--- config.mk ---
export PLATFORM = sky130hd
export DESIGN_NAME = uart_cts_tx
export DESIGN_NICKNAME = d
export VERILOG_FILES = /design/src/rtl/uctx_pkg.sv /design/src/rtl/uctx_fifo.sv /design/src/rtl/uctx_ctrl.sv /design/src/rtl/uctx_datapath.sv /design/src/rtl/uart_cts_tx.sv
export SDC_FILE = /design/constraint.sdc
export NUM_CORES = 1
export LEC_CHECK = 0
export ABC_AREA = 1
export ABC_CLOCK_PERIOD_IN_PS = 5800
export BUFFER_PORTS_ARGS = -buffer_cell sky130_fd_sc_hd__buf_2
export CAP_MARGIN = 20
export CORE_MARGIN = 5
export CORE_UTILIZATION = 60
export DETAILED_ROUTE_END_ITERATION = 16
export GPL_ROUTABILITY_DRIVEN = 0
export PLACE_DENSITY = 0.76
export SETUP_SLACK_MARGIN = 0.2
export SLEW_MARGIN = 5
export SYNTH_ARGS = -nofsm -noshare
export SYNTH_HDL_FRONTEND = slang
export SYNTH_HIERARCHICAL = 1
export SYNTH_SLANG_ARGS = --single-unit
--- constraint.sdc ---
create_clock -name clk -period 5.8 [get_ports clk]
set_clock_uncertainty 0.05 [all_clocks]
set_input_delay 1.16 -clock clk [delete_from_list [all_inputs] [get_ports clk]]
set_output_delay 1.16 -clock clk [all_outputs]
set_load 0.01 [all_outputs]
--- src/rtl/uctx_pkg.sv ---
package uctx_pkg;
  typedef enum logic [2:0] {
    ST_IDLE, ST_START, ST_DATA, ST_PARITY, ST_STOP
  } txState_e;

  typedef struct packed {
    logic load;
    logic shiftBit;
    logic emitParity;
    logic emitStop;
  } txStrobes_t;
endpackage

--- src/rtl/uctx_fifo.sv ---
module uctx_fifo #(
  parameter int DW    = 8,
  parameter int DEPTH = 4,
  localparam int AW   = (DEPTH > 1) ? $clog2(DEPTH) : 1,
  localparam int LW   = $clog2(DEPTH + 1)
) (
  input  logic          clk,
  input  logic          rstN,
  input  logic          push,
  input  logic [DW-1:0] pushData,
  input  logic          pop,
  output logic [DW-1:0] headData,
  output logic          empty,
  output logic          full,
  output logic [LW-1:0] level
);
  logic [DW-1:0] mem [DEPTH];
  logic [AW-1:0] wrPtr, rdPtr;
  logic [LW-1:0] count;
  logic doPush, doPop;

  assign full     = (count == LW'(DEPTH));
  assign empty    = (count == '0);
  assign level    = count;
  assign headData = mem[rdPtr];
  assign doPush   = push && !full;
  assign doPop    = pop && !empty;

  function automatic logic [AW-1:0] nextPtr(input logic [AW-1:0] p);
    return (p == AW'(DEPTH - 1)) ? '0 : p + 1'b1;
  endfunction

  always_ff @(posedge clk or negedge rstN) begin
    if (!rstN) begin
      wrPtr <= '0;
      rdPtr <= '0;
      count <= '0;
    end else begin
      if (doPush) wrPtr <= nextPtr(wrPtr);
      if (doPop)  rdPtr <= nextPtr(rdPtr);
      case ({doPush, doPop})
        2'b10:   count <= count + 1'b1;
        2'b01:   count <= count - 1'b1;
        default: count <= count;
      endcase
    end
  end

  always_ff @(posedge clk) begin
    if (doPush) mem[wrPtr] <= pushData;
  end

  assert_no_overflow_R5: assert property (@(posedge clk) disable iff (!rstN)
    (push && full && !pop) |=> (level == $past(level)));
  assert_no_underflow_R5: assert property (@(posedge clk) disable iff (!rstN)
    (pop && empty && !push) |=> (level == '0));
endmodule

--- src/rtl/uctx_ctrl.sv ---
module uctx_ctrl
  import uctx_pkg::*;
#(
  parameter int DW   = 8,
  parameter int DIVW = 16,
  localparam int CW  = $clog2(DW + 1)
) (
  input  logic            clk,
  input  logic            rstN,
  input  logic            fifoEmpty,
  input  logic [1:0]      cfgWordLen,
  input  logic            cfgParityEn,
  input  logic            cfgFlowEn,
  input  logic            cfgTxEnable,
  input  logic [DIVW-1:0] cfgBaudDiv,
  input  logic            ctsN,
  output txStrobes_t      strobes,
  output logic [CW-1:0]   frameBits,
  output logic            txBusy
);
  txState_e state, stNext;
  logic ctsMeta, ctsSync;
  logic txAllowed;
  logic [DIVW-1:0] baudCnt, divEff;
  logic bitEnd;
  logic [CW-1:0] bitIdx, lastBit;
  logic parEnQ;

  // two-flop synchronizer, reset to the deasserted (high) level
  always_ff @(posedge clk or negedge rstN) begin
    if (!rstN) begin
      ctsMeta <= 1'b1;
      ctsSync <= 1'b1;
    end else begin
      ctsMeta <= ctsN;
      ctsSync <= ctsMeta;
    end
  end

  assign txAllowed = cfgFlowEn ? !ctsSync : cfgTxEnable;
  assign frameBits = cfgWordLen[1] ? CW'(DW) : CW'(DW - 2) + CW'(cfgWordLen[0]);
  assign divEff    = (cfgBaudDiv == '0) ? DIVW'(1) : cfgBaudDiv;
  assign bitEnd    = (baudCnt == divEff - DIVW'(1));
  assign txBusy    = (state != ST_IDLE);

  always_comb begin
    strobes = '0;
    stNext  = state;
    unique case (state)
      ST_IDLE: if (!fifoEmpty && txAllowed) begin
        strobes.load = 1'b1;
        stNext = ST_START;
      end
      ST_START: if (bitEnd) begin
        strobes.shiftBit = 1'b1;
        stNext = ST_DATA;
      end
      ST_DATA: if (bitEnd) begin
        if (bitIdx == lastBit) begin
          if (parEnQ) begin
            strobes.emitParity = 1'b1;
            stNext = ST_PARITY;
          end else begin
            strobes.emitStop = 1'b1;
            stNext = ST_STOP;
          end
        end else begin
          strobes.shiftBit = 1'b1;
        end
      end
      ST_PARITY: if (bitEnd) begin
        strobes.emitStop = 1'b1;
        stNext = ST_STOP;
      end
      ST_STOP: if (bitEnd) stNext = ST_IDLE;
      default: stNext = ST_IDLE;
    endcase
  end

  always_ff @(posedge clk or negedge rstN) begin
    if (!rstN) begin
      state   <= ST_IDLE;
      baudCnt <= '0;
      bitIdx  <= '0;
      lastBit <= '0;
      parEnQ  <= 1'b0;
    end else begin
      state   <= stNext;
      baudCnt <= (state == ST_IDLE || bitEnd) ? '0 : baudCnt + 1'b1;
      if (strobes.load) begin
        bitIdx  <= '0;
        lastBit <= frameBits - 1'b1;
        parEnQ  <= cfgParityEn;
      end else if (state == ST_DATA && strobes.shiftBit) begin
        bitIdx  <= bitIdx + 1'b1;
      end
    end
  end

  assert_cts_hold_R7: assert property (@(posedge clk) disable iff (!rstN)
    (state == ST_IDLE && cfgFlowEn && ctsSync) |=> (state == ST_IDLE));
  assert_finish_frame_R8: assert property (@(posedge clk) disable iff (!rstN)
    (state == ST_DATA && cfgFlowEn && ctsSync) |=> (state != ST_IDLE));
endmodule

--- src/rtl/uctx_datapath.sv ---
module uctx_datapath
  import uctx_pkg::*;
#(
  parameter int DW  = 8,
  localparam int CW = $clog2(DW + 1)
) (
  input  logic          clk,
  input  logic          rstN,
  input  txStrobes_t    strobes,
  input  logic [DW-1:0] fifoData,
  input  logic [CW-1:0] frameBits,
  input  logic          cfgParityOdd,
  output logic          txd
);
  logic [DW-1:0] shReg, mask, masked;
  logic parBit;

  always_comb begin
    for (int i = 0; i < DW; i++) mask[i] = (CW'(i) < frameBits);
  end
  assign masked = fifoData & mask;

  always_ff @(posedge clk or negedge rstN) begin
    if (!rstN) begin
      shReg  <= '0;
      parBit <= 1'b0;
      txd    <= 1'b1;
    end else begin
      if (strobes.load) begin
        shReg  <= masked;
        parBit <= (^masked) ^ cfgParityOdd;
        txd    <= 1'b0;
      end else if (strobes.shiftBit) begin
        txd    <= shReg[0];
        shReg  <= shReg >> 1;
      end else if (strobes.emitParity) begin
        txd    <= parBit;
      end else if (strobes.emitStop) begin
        txd    <= 1'b1;
      end
    end
  end

  assert_single_strobe_R2: assert property (@(posedge clk) disable iff (!rstN)
    $onehot0(strobes));
endmodule

--- src/rtl/uart_cts_tx.sv ---
module uart_cts_tx
  import uctx_pkg::*;
#(
  parameter int DW    = 8,
  parameter int DEPTH = 4,
  parameter int DIVW  = 16,
  localparam int LW   = $clog2(DEPTH + 1),
  localparam int CW   = $clog2(DW + 1)
) (
  input  logic            clk,
  input  logic            rstN,
  input  logic            wrValid,
  input  logic [DW-1:0]   wrData,
  output logic            fifoFull,
  output logic [LW-1:0]   fifoLevel,
  input  logic [1:0]      cfgWordLen,
  input  logic            cfgParityEn,
  input  logic            cfgParityOdd,
  input  logic            cfgFlowEn,
  input  logic            cfgTxEnable,
  input  logic [DIVW-1:0] cfgBaudDiv,
  input  logic            ctsN,
  output logic            txd,
  output logic            txBusy
);
  txStrobes_t strobes;
  logic [DW-1:0] headData;
  logic fifoEmpty;
  logic [CW-1:0] frameBits;

  uctx_fifo #(.DW(DW), .DEPTH(DEPTH)) uFifo (
    .clk(clk), .rstN(rstN), .push(wrValid), .pushData(wrData),
    .pop(strobes.load), .headData(headData), .empty(fifoEmpty),
    .full(fifoFull), .level(fifoLevel)
  );

  uctx_ctrl #(.DW(DW), .DIVW(DIVW)) uCtrl (
    .clk(clk), .rstN(rstN), .fifoEmpty(fifoEmpty), .cfgWordLen(cfgWordLen),
    .cfgParityEn(cfgParityEn), .cfgFlowEn(cfgFlowEn), .cfgTxEnable(cfgTxEnable),
    .cfgBaudDiv(cfgBaudDiv), .ctsN(ctsN), .strobes(strobes),
    .frameBits(frameBits), .txBusy(txBusy)
  );

  uctx_datapath #(.DW(DW)) uData (
    .clk(clk), .rstN(rstN), .strobes(strobes), .fifoData(headData),
    .frameBits(frameBits), .cfgParityOdd(cfgParityOdd), .txd(txd)
  );

  assert_idle_high_R9: assert property (@(posedge clk) disable iff (!rstN)
    !txBusy |-> txd);
  assert_start_low_R2: assert property (@(posedge clk) disable iff (!rstN)
    $rose(txBusy) |-> !txd);
endmodule

-- Word-level counts from Yosys, hierarchy flattened
Memory sizes are Yosys's and may differ from the RTL's.
Index checks and enable logic that the tools add are counted.
- flip-flop bits (word level): 47
- RAM bits: 32
- input port bits: 34
- word-level logic and storage cells: 104
- memories kept: 1
- $add $sub $neg: 9
- $lt $le $gt $ge: 8
- eq/ne operators: 17
- multiplexer cells: 36
- bitwise logic cells: 2
- reductions and logical operators: 18
- memory list (name ; depth ; width ; rd ports ; clocked after Yosys merged registers in ; write ports ; line ; text):
    uFifo.mem ; 4 ; 8 ; 1 ; 0 ; 1 ; uctx_fifo.sv:17 ; logic [DW-1:0] mem [DEPTH];
- operators with widths (cell ; number):
    16-bit 2-to-1 mux ; 2
    3-bit 2-to-1 mux ; 8
    16-bit by 1-bit adder with 16-bit output, second input constant ; 1
    16-bit equality test ; 1
    16-bit logical NOT ; 1
    3-bit by 4-bit < comparator with 1-bit output, first input constant ; 4
    8-bit 2-to-1 mux ; 2
    16-bit by 1-bit subtractor with 16-bit output, second input constant ; 1
    3-bit case mux with 5 select lines ; 1
    1-bit 2-to-1 mux ; 14
    4-bit 2-to-1 mux ; 3
    2-bit by 1-bit != test with 1-bit output, second input constant ; 6
    8-bit AND ; 1
    1-bit by 4-bit < comparator with 1-bit output, first input constant ; 2
    2-bit by 4-bit < comparator with 1-bit output, first input constant ; 2
    8-bit XOR reduction ; 1
    2-bit equality test, second input constant ; 3
    3-bit by 2-bit equality test with 1-bit output, second input constant ; 2
    3-bit equality test, second input constant ; 2
    3-bit logical NOT ; 2
    2-bit 2-to-1 mux ; 3
    3-bit case mux with 2 select lines ; 1
    6-bit AND reduction ; 1
    2-bit nonzero test ; 3
    other kinds (16) ; 23

-- Longest topological paths before layout
Gate-level depths: netlist of the first run.
- word-level depth: 10
- depth in mapped cells: 22

-- By module
The synthesis of the first run kept the hierarchy.
- by module, submodules not included (module ; instances ; cells each ; area each (um2)):
    uctx_ctrl ; 1 ; 379 ; 2394.8
    uctx_fifo ; 1 ; 154 ; 1769.2
    uctx_datapath ; 1 ; 110 ; 704.4

-- Least setup slack after synthesis of the first run
No wires, ideal clock.
- path kind: in2reg
- from: input cfgBaudDiv[2]
- to: register uData.shReg[1]
- arrival time: 3.567 ns
- required time: 5.605 ns
- setup slack: 2.038 ns
- stages on the path: 18
- path through: nor2_1 -> nand2_1 -> nor2_1 -> nand2_1 -> nand2_1 -> inv_1 -> ha_1 -> xnor2_1 -> xnor2_1 -> inv_1 -> nand3_1 -> or2_1 -> nor3_1 -> nand4_1 -> a21oi_1 -> nor2_1 -> inv_1 -> o221ai_1
- RTL lines (what ; line ; text):
    start, declared ; uart_cts_tx.sv:21 ; input logic [DIVW-1:0] cfgBaudDiv,
    end signal, assigned ; uctx_datapath.sv:30 ; shReg <= masked;
    end signal, assigned ; uctx_datapath.sv:35 ; shReg <= shReg >> 1;
    end, declared ; uctx_datapath.sv:15 ; logic [DW-1:0] shReg, mask, masked;

==> impl_results.md, run 1 <==
* Die area at around 10000 um2
* Pin slew with the least headroom to its limit at between 900 and 1000 ps
* Status: complete, no violations
* # IOs at 40
* Cts hold-fix bufs at 0
* Rel. slew slack at 0.3588
* Fin Hold WS at 311.9 ps
* FF-to-FF Start: uCtrl/bitIdx[2]$_DFFE_PN0P_
* Overall power at approximately 2.1 mW
* Cell Rows at 32
* RR Endpoint: uData/txd$_DFFE_PN1P_
* Setup TNS at 0 ps
* Sequential share of the synthesized area at 0.4397
* CP max stage delay at 420 ps
* Final setup fails at 0
* Yosys cell types at 35
* Net count after synthesis at just under 700
* Post-synth top area cell: dfrtp_1
* Worst R2R Path Depth at 9
* YS warnings at 6
* Max Slew Vio Count at 0
* Final core utilization at 0.6862
* Post-Route WL at roughly 11 mm
* Crit path to: uData/txd$_DFFE_PN1P_
* Mean Syn Cell Area at ~7.6 um2
* TritonCTS Buffers at 9
* Post-CTS Setup Repair Bufs at 0
* Antenna violations before repair at 0
* Antenna Nets Post-Route at 0
* DR vias at between 4000 and 5000
* Vias in the first global route at 3923
* Horiz. Die Dim at roughly 100 um
* Core footprint at 7807 um2
* PwrDens at around 390 nW/um2
* Worst-skew pair later-pin latency at between 300 and 400 ps
* Post-Synthesis Cells at 643
* Critical path arrival at approximately 4600 ps
* Worst vdd ir at 0.2941 mV
* DPL Wire Length at a little over 8 mm
* First-pass GRT wire length at about 18 mm
* DR WL/cell at roughly 13 um
* CTS tree: built
* Gr ovfl total at 0
* Fill count at between 600 and 700
* GRT Overall Usage at 0.2219
* Element type at the critical path end: register
* Critical path depth at 23
* Async SR Flop Fraction at 0.5949
* Multi-input gate area at roughly 2200 um2
* Clk buf depth at 2
* Leak at approximately 2.6 nW
* Post-synth EDFFs at 32
* Initial core utilization at 0.6236
* Sequential cell area at ~2100 um2
* Critical path class: in -> reg
* # diodes at 0
* Clk root buf: clkbuf_8
* Final Hold Viols at 0
* Non-Filler Instances at ~790
* Crit path launch type: input pin
* Port Buf Inserts at 39
* Cell Area, Synth at 4868 um2
* Slowest cell on crit path: a21oi_1
* Max Cap Violations at 0
* Fmax at roughly 230 MHz
* Critical Path, Cell by Cell: buf_2, nor2_1, nand2_1, nor2_1, nand2_1, nand2_1, inv_1, ha_1, nand2_1, nor2_1, nand2_1, nand2_1, nand3_1, nand2_1, nor2_1, nand2_1, nor3_1, nand4_1, a21oi_1, nor2_1, inv_1, nor4_1, nor3_1
* Yosys reg bits at between 70 and 80
* Nets at around 730
* Cell family with most CP delay: simple AND/OR/NAND/NOR gates
* Share of cells above drive strength 1 at 0.1103
* CP startpoint: cfgBaudDiv[2]
* RSZ-0062 raised after global routing: no
* Largest net degree at the start of global routing at 48
* Top post-synthesis cells by area: dfrtp_1 (23%), edfxtp_1 (20%), nand2_1 (15%)
* Final worst path period share at 0.7478
* Synth-to-Final Area Change at 10.05%
* WP data required at approximately 6000 ps
* DR iter-0 viols at between 300 and 400
* Pre-antenna DRT Iters at 6
* DRC viols at 0
* Reg2reg setup slack at 3200 ps
* Die Height at roughly 100 um
* Cell repeated most along the worst path: nand2_1
* WP buf/inv at 3
* Post-cts gate resize count at 0
* # clock sinks at 79
* Hold crit path type: reg -> reg
* Dpl cells at 774
* CP max FO at 12
* Most used DFF post-synth: dfrtp_1
* Clk slew on worst S/H paths at 80 ps
* Final Critical Period at 4337 ps
* H-tree Lvls at 3
* Top-area cell type share of the netlist area at 0.2262
* Vias per cell at 5.464
registers in the layout (all words and copies together) (netlist names):
| name | cells |
|---|---|
| uFifo/mem | 32 |
| uCtrl/parEnQ | 1 |
| uCtrl/lastBit | 4 |
| uCtrl/bitIdx | 4 |
| uCtrl/ctsSync | 1 |
| uFifo/rdPtr | 2 |
| uData/txd | 1 |
| uData/shReg | 8 |
| uCtrl/baudCnt | 16 |
| uFifo/level | 3 |
| uCtrl/state | 3 |
| uData/parBit | 1 |
| uFifo/wrPtr | 2 |
| uCtrl/ctsMeta | 1 |
how the worst min path moves through the flow:
stage,startpoint,end,cells after the start,slack (ps)
global placement,uCtrl/ctsMeta$_DFF_PN1_,uCtrl/ctsSync$_DFF_PN1_,0,300
finish,uCtrl/ctsMeta$_DFF_PN1_,uCtrl/ctsSync$_DFF_PN1_,0,310
global route,uCtrl/ctsMeta$_DFF_PN1_,uCtrl/ctsSync$_DFF_PN1_,0,320
detailed placement,uCtrl/ctsMeta$_DFF_PN1_,uCtrl/ctsSync$_DFF_PN1_,0,300
floorplan,uCtrl/ctsMeta$_DFF_PN1_,uCtrl/ctsSync$_DFF_PN1_,0,300
CTS,uCtrl/ctsMeta$_DFF_PN1_,uCtrl/ctsSync$_DFF_PN1_,0,310
cell usage after synthesis (9+ instances only):
| cell type | number |
|---|---|
| o211ai_1 | 16 |
| nor3_1 | 12 |
| inv_1 | 107 |
| nand3_1 | 52 |
| nor2_1 | 66 |
| a21oi_1 | 13 |
| edfxtp_1 | 32 |
| nand2_1 | 189 |
| nand4_1 | 15 |
| xor2_1 | 12 |
| ha_1 | 9 |
| o21ai_0 | 13 |
| dfrtp_1 | 44 |
power breakdown:
group	switching (mW)	internal, mW	total, mW
logic	0.533	0.283	0.817
registers	0.112	0.722	0.835
clock network	0.201	0.259	0.460
total	0.846	1.26	2.11
metrics by stage:
stage               instance area, um2  setup slack (ps)
global placement                  5101              1437
CTS                               5338              1575
global route                      5358              1017
finish                            5358              1463
floorplan                         4868              2038
detailed placement                5101              1210
layer usage:
metal  vias to the layer above  wire length (um)  track usage
li1                       2159                 -            -
met1                      1971              4790       0.3020
met2                       168              4953       0.3638
met3                        24               681      0.03475
met4                         0               155      0.07461
met5                         -                 0            0
cell usage in the layout (no fill, tap or decap), drive strengths merged:
cell type	netlist	final
o22ai	2	2
o221ai	6	6
dfstp	3	3
a21oi	13	13
nand4	15	15
bufinv	0	1
a21boi	1	1
clkinvlp	0	1
nor3	12	12
nor4	4	4
clkbuf	2	12
inv	108	110
a211oi	2	2
or2	2	2
nand3	56	56
xor2	12	12
o211ai	16	16
fa	1	1
edfxtp	32	32
xnor2	7	7
o21ai	13	13
nor2	74	74
buf	9	41
nand2	191	191
nand3b	3	3
a31oi	1	1
dfrtp	44	44
ha	9	9
nor3b	5	5
area by class of cell:
class | instances | area share
clock inverter | 4 | 0.01028
inverter | 108 | 0.07567
tap | 102 | 0.02382
clock buffer | 12 | 0.03386
multi-input combinational | 445 | 0.4152
sequential | 79 | 0.3996
timing repair buffer | 41 | 0.04157
logic make-up (layout without fill, tap and decap cells):
kind of cell / Yosys count / in the layout / share of synthesized area
flops: 79 / 79 / 0.4397
buf+inv: 119 / 165 / 0.1033
fa+ha+maj: 10 / 10 / 0.02724
compound gates: 54 / 54 / 0.07068
simple gates: 362 / 362 / 0.3249
xor+xnor: 19 / 19 / 0.03418
worst reg2reg max path, stage by stage, from the launching register on:
cell	delay [ps]
dfrtp_1	440
xor2_1	160
nor4_1	650
inv_1	130
nand2_1	190
a21oi_1	190
nor2_1	270
inv_1	150
nor4_1	210
nor3_1	80
Note: power is estimated with default switching activity, not from simulation.
==> inputs of run 2 (changes only) <==
Settings changed: ABC_AREA 1 to 0, ABC_CLOCK_PERIOD_IN_PS 5800 to 3700, CORE_UTILIZATION 60 to 54, PLACE_DENSITY 0.76 to 0.72.
Clock period 5.8 ns to 3.7 ns, I/O delays scaled along.
==> impl_results.md, run 2 <==
* Gr ovfl total at 0 (unchanged)
* Non-Filler Instances at 585 (-26%)
* Synth Area in Adders at 0.02998 (+0.002735)
* Pre-CTS setup slack at -881.3 ps (-2092 ps)
* Vias per cell at 5.588 (+2.3%)
* Net count after synthesis at 436 (-37%)
* First-pass GRT wire length at 16.04 mm (-11%)
* # diodes at 0 (unchanged)
* Max Slew Vio Count at 0 (unchanged)
* Fin Hold WS at 181.8 ps (-130.1 ps)
* DRC viols at 0 (unchanged)
* Final setup fails at 21 (+21)
* Slowest cell on crit path: or4_4
* GRT Overall Usage at 0.2010 (-0.02089)
* Core footprint at 8093 um2 (+3.7%)
* Clk buf depth at 2 (unchanged)
* Dpl cells at 561 (-28%)
* Pre-antenna DRT Iters at 4 (-2)
* Hold crit path type: in -> async
* Sequential share of the synthesized area at 0.4839 (+0.04415)
* Top post-synthesis cells by area: dfrtp_1 (25%), edfxtp_1 (22%), xnor2_1 (4.4%)
* CTS tree: built
* Final Hold Viols at 0 (unchanged)
* Yosys cell types at 71 (+100%)
* Cell Area, Synth at 4424 um2 (-9.1%)
* Vias in the first global route at 3285 (-16%)
* Synth Area in Compound Gates at 0.07042 (-0.0002574)
* Final Critical Period at 4181 ps
* Worst vdd ir at 0.3977 mV (+35%)
* Final worst path period share at 1.130
* Area after DPL at 4997 um2 (-2.0%)
* Multi-input gate area at 2364 um2 (+6.2%)
* Max FFs per register at 32 (unchanged)
* YS warnings at 6 (unchanged)
* Cell repeated most along the worst path: or4_1
* Sequential cell area at 2141 um2 (unchanged)
* Cts hold-fix bufs at 0 (unchanged)
* Biggest register: uFifo/mem
* CP max stage delay at 550 ps (+130 ps)
* Clk slew on worst S/H paths at 90 ps (about the same)
* Most frequent cell after synthesis: dfrtp_1
* WP data required at 3880 ps (-2130 ps)
* Share of cells above drive strength 1 at 0.3625 (+0.2522)
* Pin slew with the least headroom to its limit at 617.5 ps (-344.2 ps)
* DPL Wire Length at 6.566 mm (-20%)
* Overall power at 2.669 mW (+26%)
* TritonCTS Buffers at 9 (unchanged)
* Top-area cell type share of the netlist area at 0.2489 (+0.02271)
* Largest net degree at the start of global routing at 48 (unchanged)
* DR iter-0 viols at 188 (-48%)
* Critical Path, Cell by Cell: buf_6, or4_4, nor3_4, a21oi_2, ha_1, xor2_1, nand2_1, or4_1, or4_1, or4b_4, nor4b_4, nand4_1, mux2_4
* Die Height at 100.5 um (+0.44%)
* Critical path arrival at 4360 ps (-190 ps)
* Top flop regs: uFifo/mem x32, uCtrl/baudCnt x16, uData/shReg x8
* Setup TNS at -3430 ps (-3430 ps)
* DR WL/cell at 16.58 um (+24%)
* # IOs at 40 (unchanged)
* Max Cap Violations at 0 (unchanged)
* PwrDens at 485.1 nW/um2 (+23%)
* Post-synth EDFFs at 32 (unchanged)
* Largest family of logic cells by synthesized area: simple AND/OR/NAND/NOR gates
* Post-synthesis mux area share at 0.08456 (+0.08456)
* Async SR Flop Fraction at 0.5949 (unchanged)
* Yosys reg bits at 79 (unchanged)
* H-tree Lvls at 3 (unchanged)
* Critical path class: in -> reg
* Post-Route WL at 9.698 mm (-8.3%)
* DR vias at 3269 (-24%)
* Cell Rows at 33 (+3.1%)
* Die area at 10100 um2 (+0.88%)
* Status: complete, but fails checks
* Fill count at 636 (-5.6%)
* Cell family with most CP delay: simple AND/OR/NAND/NOR gates
* Post-Synth Simple-Gate Area at 0.2161 (-0.1088)
* Most used DFF post-synth: dfrtp_1
* Commonest non-fill, non-tap cell in the layout: dfrtp_1
* Most frequent cells in the layout: dfrtp_1 (44), buf_4 (41), buf_2 (37), edfxtp_1 (32), nor2_1 (30)
* RSZ-0062 raised after global routing: yes
* Post-synth top area cell: dfrtp_1
* Element type at the critical path end: register
* Horiz. Die Dim at 100.5 um (+0.44%)
* Nets at 519 (-29%)
* Top post-synthesis cells by count: dfrtp_1 (44), nor2_1 (42), edfxtp_1 (32)
* Synth-to-Final Area Change at 24.38%
* Post-Synthesis Cells at 392 (-39%)
* Rel. slew slack at 0.5883 (+0.2295)
* # clock sinks at 79 (unchanged)
* Worst-skew pair later-pin latency at 350 ps (about the same)
* Fin area at 5503 um2 (+2.7%)
* Clk root buf: clkbuf_8
* Leak at 2.278 nW (-14%)
* WP buf/inv at 1 (-2)
* Crit path launch type: input pin
* Final worst slack at -481.2 ps (-1944 ps)
* Port Buf Inserts at 39 (unchanged)
* Fmax at roughly 240 MHz
* Failing checks: setup timing
* CP max FO at 2 (-10)
* Initial core utilization at 0.5467 (-0.07687)
* Antenna Nets Post-Route at 0 (unchanged)
* Antenna violations before repair at 0 (unchanged)
* Xor and xnor fraction of the mapped netlist area at 0.09021 (+0.05603)
* Mean Syn Cell Area at 11.29 um2 (+49%)
* Final core utilization at 0.6800 (-0.006255)
-- run 2: cell types whose count changed in the layout (fill, tap and decap cells not counted), moves of 6 or more --
cell	delta
nand2_1	-168
o211ai_1	-15
nor2_1	-36
nand3_1	-37
buf_4	+40
o221ai_1	-6
mux2i_1	+9
nand4_1	-13
xnor2_1	+15
xor2_1	+9
mux4_2	+8
inv_1	-96
-- run 2: metal layers --
layer,vias to the layer above,global-route usage,share of wire
li1,1597,-,-
met1,1602,0.2679,0.44
met2,58,0.3405,0.51
met4,0,0.05181,0.013
met3,12,0.03668,0.040
met5,-,0,0
-- run 2: kinds of logic (layout without fill, tap and decap cells) --
group           after synthesis  count (layout)
mux                          25              25
compound gates               47              47
xor+xnor                     44              44
simple gates                162             163
fa+ha+maj                    10              10
flops                        79              79
buf+inv                      25             112
-- run 2: path summary, 6_finish.rpt --
path	from	to	depth (start not counted)	slack, ps
setup reg to reg	uCtrl/baudCnt[9]$_DFF_PN0_	uCtrl/bitIdx[3]$_DFFE_PN0P_	8	560
setup / recovery	cfgBaudDiv[8]	uCtrl/bitIdx[3]$_DFFE_PN0P_	13	-480
hold reg to reg	uCtrl/ctsMeta$_DFF_PN1_	uCtrl/ctsSync$_DFF_PN1_	0	320
hold / removal	rstN	uCtrl/baudCnt[0]$_DFF_PN0_	1	180
max in group asynchronous	rstN	uData/txd$_DFFE_PN1P_	2	2890
min in group clk	uCtrl/ctsMeta$_DFF_PN1_	uCtrl/ctsSync$_DFF_PN1_	0	320
-- run 2: timing repair --
item,in CTS,in global routing
cloned,1,1
buffers inserted,2,3
gates resized for setup,25,21
endpoints found under the setup margin,32,32
pin swaps,14,7
-- run 2: area by class of cell --
| class | instances | area share |
|---|---|---|
| Clock buffer | 9 | 0.02251 |
| Clock inverter | 7 | 0.01978 |
| Inverter | 11 | 0.007503 |
| Multi-Input combinational cell | 289 | 0.4295 |
| Sequential cell | 79 | 0.3890 |
| Tap cell | 105 | 0.02387 |
| Timing Repair Buffer | 85 | 0.1078 |
-- run 2: report_power, final --
group          switching, mW  leakage (nW)  total, mW  internal [mW]
clock network          0.342         0.119      0.738          0.397
registers              0.152         0.889       1.23           1.08
logic                  0.342          1.27      0.703          0.361
==> inputs of run 3 (changes only) <==
Settings changed: CORE_UTILIZATION 54 to 56, CTS_BUF_LIST set to sky130_fd_sc_hd__clkbuf_8, PLACE_DENSITY 0.72 to 0.75, SLEW_MARGIN 5 to 20.
==> impl_results.md, run 3 (synthesis gave the netlist of run 2 again) <==
* Status: complete, but fails checks
* Failing checks: setup timing
* Clk slew on worst S/H paths at 90 ps (about the same)
* Crit path launch type: input pin
* WP data required at 3880 ps (about the same)
* Cts hold-fix bufs at 0 (unchanged)
* Largest net degree at the start of global routing at 31 (-35%)
* Horiz. Die Dim at 98.89 um (-1.6%)
* WP buf/inv at 1 (unchanged)
* Element type at the critical path end: register
* RSZ-0062 raised after global routing: yes
* Sequential cell area at 2141 um2 (unchanged)
* DR iter-0 viols at 189 (+0.53%)
* Share of cells above drive strength 1 at 0.3410 (-0.02150)
* Leak at 2.258 nW (-0.88%)
* Worst-skew pair later-pin latency at 350 ps (about the same)
* Max Cap Violations at 0 (unchanged)
* Biggest register: uFifo/mem
* Overall power at 2.640 mW (-1.1%)
* Pin slew with the least headroom to its limit at 604.9 ps (-12.69 ps)
* H-tree Lvls at 3 (unchanged)
* Clk buf depth at 2 (unchanged)
* Antenna Nets Post-Route at 0 (unchanged)
* Clk root buf: clkbuf_8
* Rel. slew slack at 0.5968 (+0.008460)
* # IOs at 40 (unchanged)
* Core footprint at 7727 um2 (-4.5%)
* Max FFs per register at 32 (unchanged)
* CP max stage delay at 540 ps (about the same)
* DR vias at 3283 (+0.43%)
* Final core utilization at 0.7022 (+0.02227)
* Commonest non-fill, non-tap cell in the layout: dfrtp_1
* Slowest cell on crit path: or4_4
* Sw Pwr at 0.8147 mW (-2.5%)
* Final Hold Viols at 0 (unchanged)
* Final worst slack at -413.1 ps (+68.17 ps)
* Fill count at 578 (-9.1%)
* Critical path arrival at 4300 ps (-60 ps)
* DPL Wire Length at 6.586 mm (+0.32%)
* Pre-CTS setup slack at -835.8 ps (+45.52 ps)
* Critical path class: in -> reg
* Switching Share at 0.3086 (-0.004527)
* Max Slew Vio Count at 0 (unchanged)
* DR WL/cell at 16.11 um (-2.8%)
* Cell Rows at 32 (-3.0%)
* Worst vdd ir at 0.4239 mV (+6.6%)
* Cell family with most CP delay: simple AND/OR/NAND/NOR gates
* DRC viols at 0 (unchanged)
* Nets at 517 (-0.39%)
* Pre-antenna DRT Iters at 4 (unchanged)
* Fmax at 243.1 MHz (+1.7%)
* CTS tree: built
* Most frequent cells in the layout: dfrtp_1 (44), nor2_1 (40), buf_2 (38), buf_4 (38), edfxtp_1 (32)
* Setup TNS at -2340 ps (+1090 ps)
* Pint at 1.825 mW (-0.44%)
* Port Buf Inserts at 39 (unchanged)
* Gr ovfl total at 0 (unchanged)
* Vias per cell at 5.660 (+1.3%)
* First-pass GRT wire length at 15.89 mm (-0.95%)
* Antenna violations before repair at 0 (unchanged)
* Vias in the first global route at 3327 (+1.3%)
* Hold crit path type: reg -> reg
* Die area at 9778 um2 (-3.2%)
* Initial core utilization at 0.5725 (+0.02585)
* Final setup fails at 13 (-38%)
* Final worst path period share at 1.112 (-0.01843)
* Die Height at 98.89 um (-1.6%)
* Comb pwr share at 0.258 (-0.005)
* Top flop regs: uFifo/mem x32, uCtrl/baudCnt x16, uData/shReg x8
* # diodes at 0 (unchanged)
* CP max FO at 2 (unchanged)
* Register share of total power at 0.463 (+0.003)
* Multi-input gate area at 2330 um2 (-1.4%)
* PwrDens at 486.5 nW/um2 (+0.30%)
* Post-Route WL at 9.344 mm (-3.7%)
* Synth-to-Final Area Change at 22.65%
* Cell repeated most along the worst path: or4_1
* GRT Overall Usage at 0.2024 (+0.001457)
* Power share of the clock group at 0.279 (+0.002)
* TritonCTS Buffers at 9 (unchanged)
* # clock sinks at 79 (unchanged)
* Critical Path, Cell by Cell: buf_6, or4_4, nor3_4, a21oi_2, ha_1, xor2_1, nand2_1, or4_1, or4_1, or4b_4, nor4b_4, nand4_1, mux2_4
* Final Critical Period at 4113 ps (-68.17 ps)
==> run 3: changes by cell type in the layout (fill, tap and decap cells not counted), moves of 2 or more <==
cell / before / now
buf_12: 2 / 0
buf_4: 41 / 38
buf_6: 4 / 7
nor2_1: 30 / 40
nor2_2: 9 / 1
nor2_4: 3 / 1
==> run 3: power by group through the flow <==
| stage | clock (mW) | combinational, mW | sequential [mW] |
|---|---|---|---|
| final | 0.736 | 0.681 | 1.22 |
| after global routing | 0.804 | 0.756 | 1.24 |
| after CTS | 0.754 | 0.683 | 1.22 |
| after detailed placement | 0 | 0.671 | 1.24 |
| after global placement | 0 | 0.643 | 1.23 |
| after floorplan | 0 | 0.496 | 1.19 |
==> run 3: layout make-up <==
class,count,area share
Clock buffer,9,0.02283
Clock inverter,7,0.02006
Inverter,11,0.007609
Multi-Input combinational cell,289,0.4293
Sequential cell,79,0.3945
Tap cell,102,0.02352
Timing Repair Buffer,83,0.1021
==> run 3: worst paths after layout <==
| path | slack [ps] | start | to | depth (start not counted) |
|---|---|---|---|---|
| max | -410 | cfgBaudDiv[7] | uCtrl/bitIdx[3]$_DFFE_PN0P_ | 13 |
| min | 320 | uCtrl/ctsMeta$_DFF_PN1_ | uCtrl/ctsSync$_DFF_PN1_ | 0 |
| max reg2reg | 550 | uCtrl/baudCnt[9]$_DFF_PN0_ | uCtrl/bitIdx[3]$_DFFE_PN0P_ | 8 |
| min reg2reg | 320 | uCtrl/ctsMeta$_DFF_PN1_ | uCtrl/ctsSync$_DFF_PN1_ | 0 |
| max in group asynchronous | 2560 | rstN | uCtrl/baudCnt[10]$_DFF_PN0_ | 2 |
| min in group asynchronous | 340 | rstN | uCtrl/baudCnt[0]$_DFF_PN0_ | 1 |
==> run 3: repair_timing <==
item                                   in CTS  in global routing
pin swaps                                  14                  7
cloned                                      1                  1
setup endpoints to repair                  32                 32
setup buffers                               2                  2
endpoints found under the hold margin       0                  0
resized for setup                          27                  9
==> run 3: layer usage <==
| layer | global-route usage | routed length [um] | vias up |
|---|---|---|---|
| met2 | 0.3233 | 4697 | 60 |
| met5 | 0 | 0 | - |
| li1 | - | - | 1584 |
| met3 | 0.04246 | 383 | 14 |
| met1 | 0.2802 | 4133 | 1625 |
| met4 | 0.05882 | 130 | 0 |
==> run 3: per-stage QoR <==
stage	area (um2)	cells	hold slack, ps
after floorplan	4473	392	295.2
after global placement	4994	558	301.0
after detailed placement	4994	558	306.4
after CTS	5364	577	319.3
after global routing	5426	580	322.5
final	5426	580	317.4
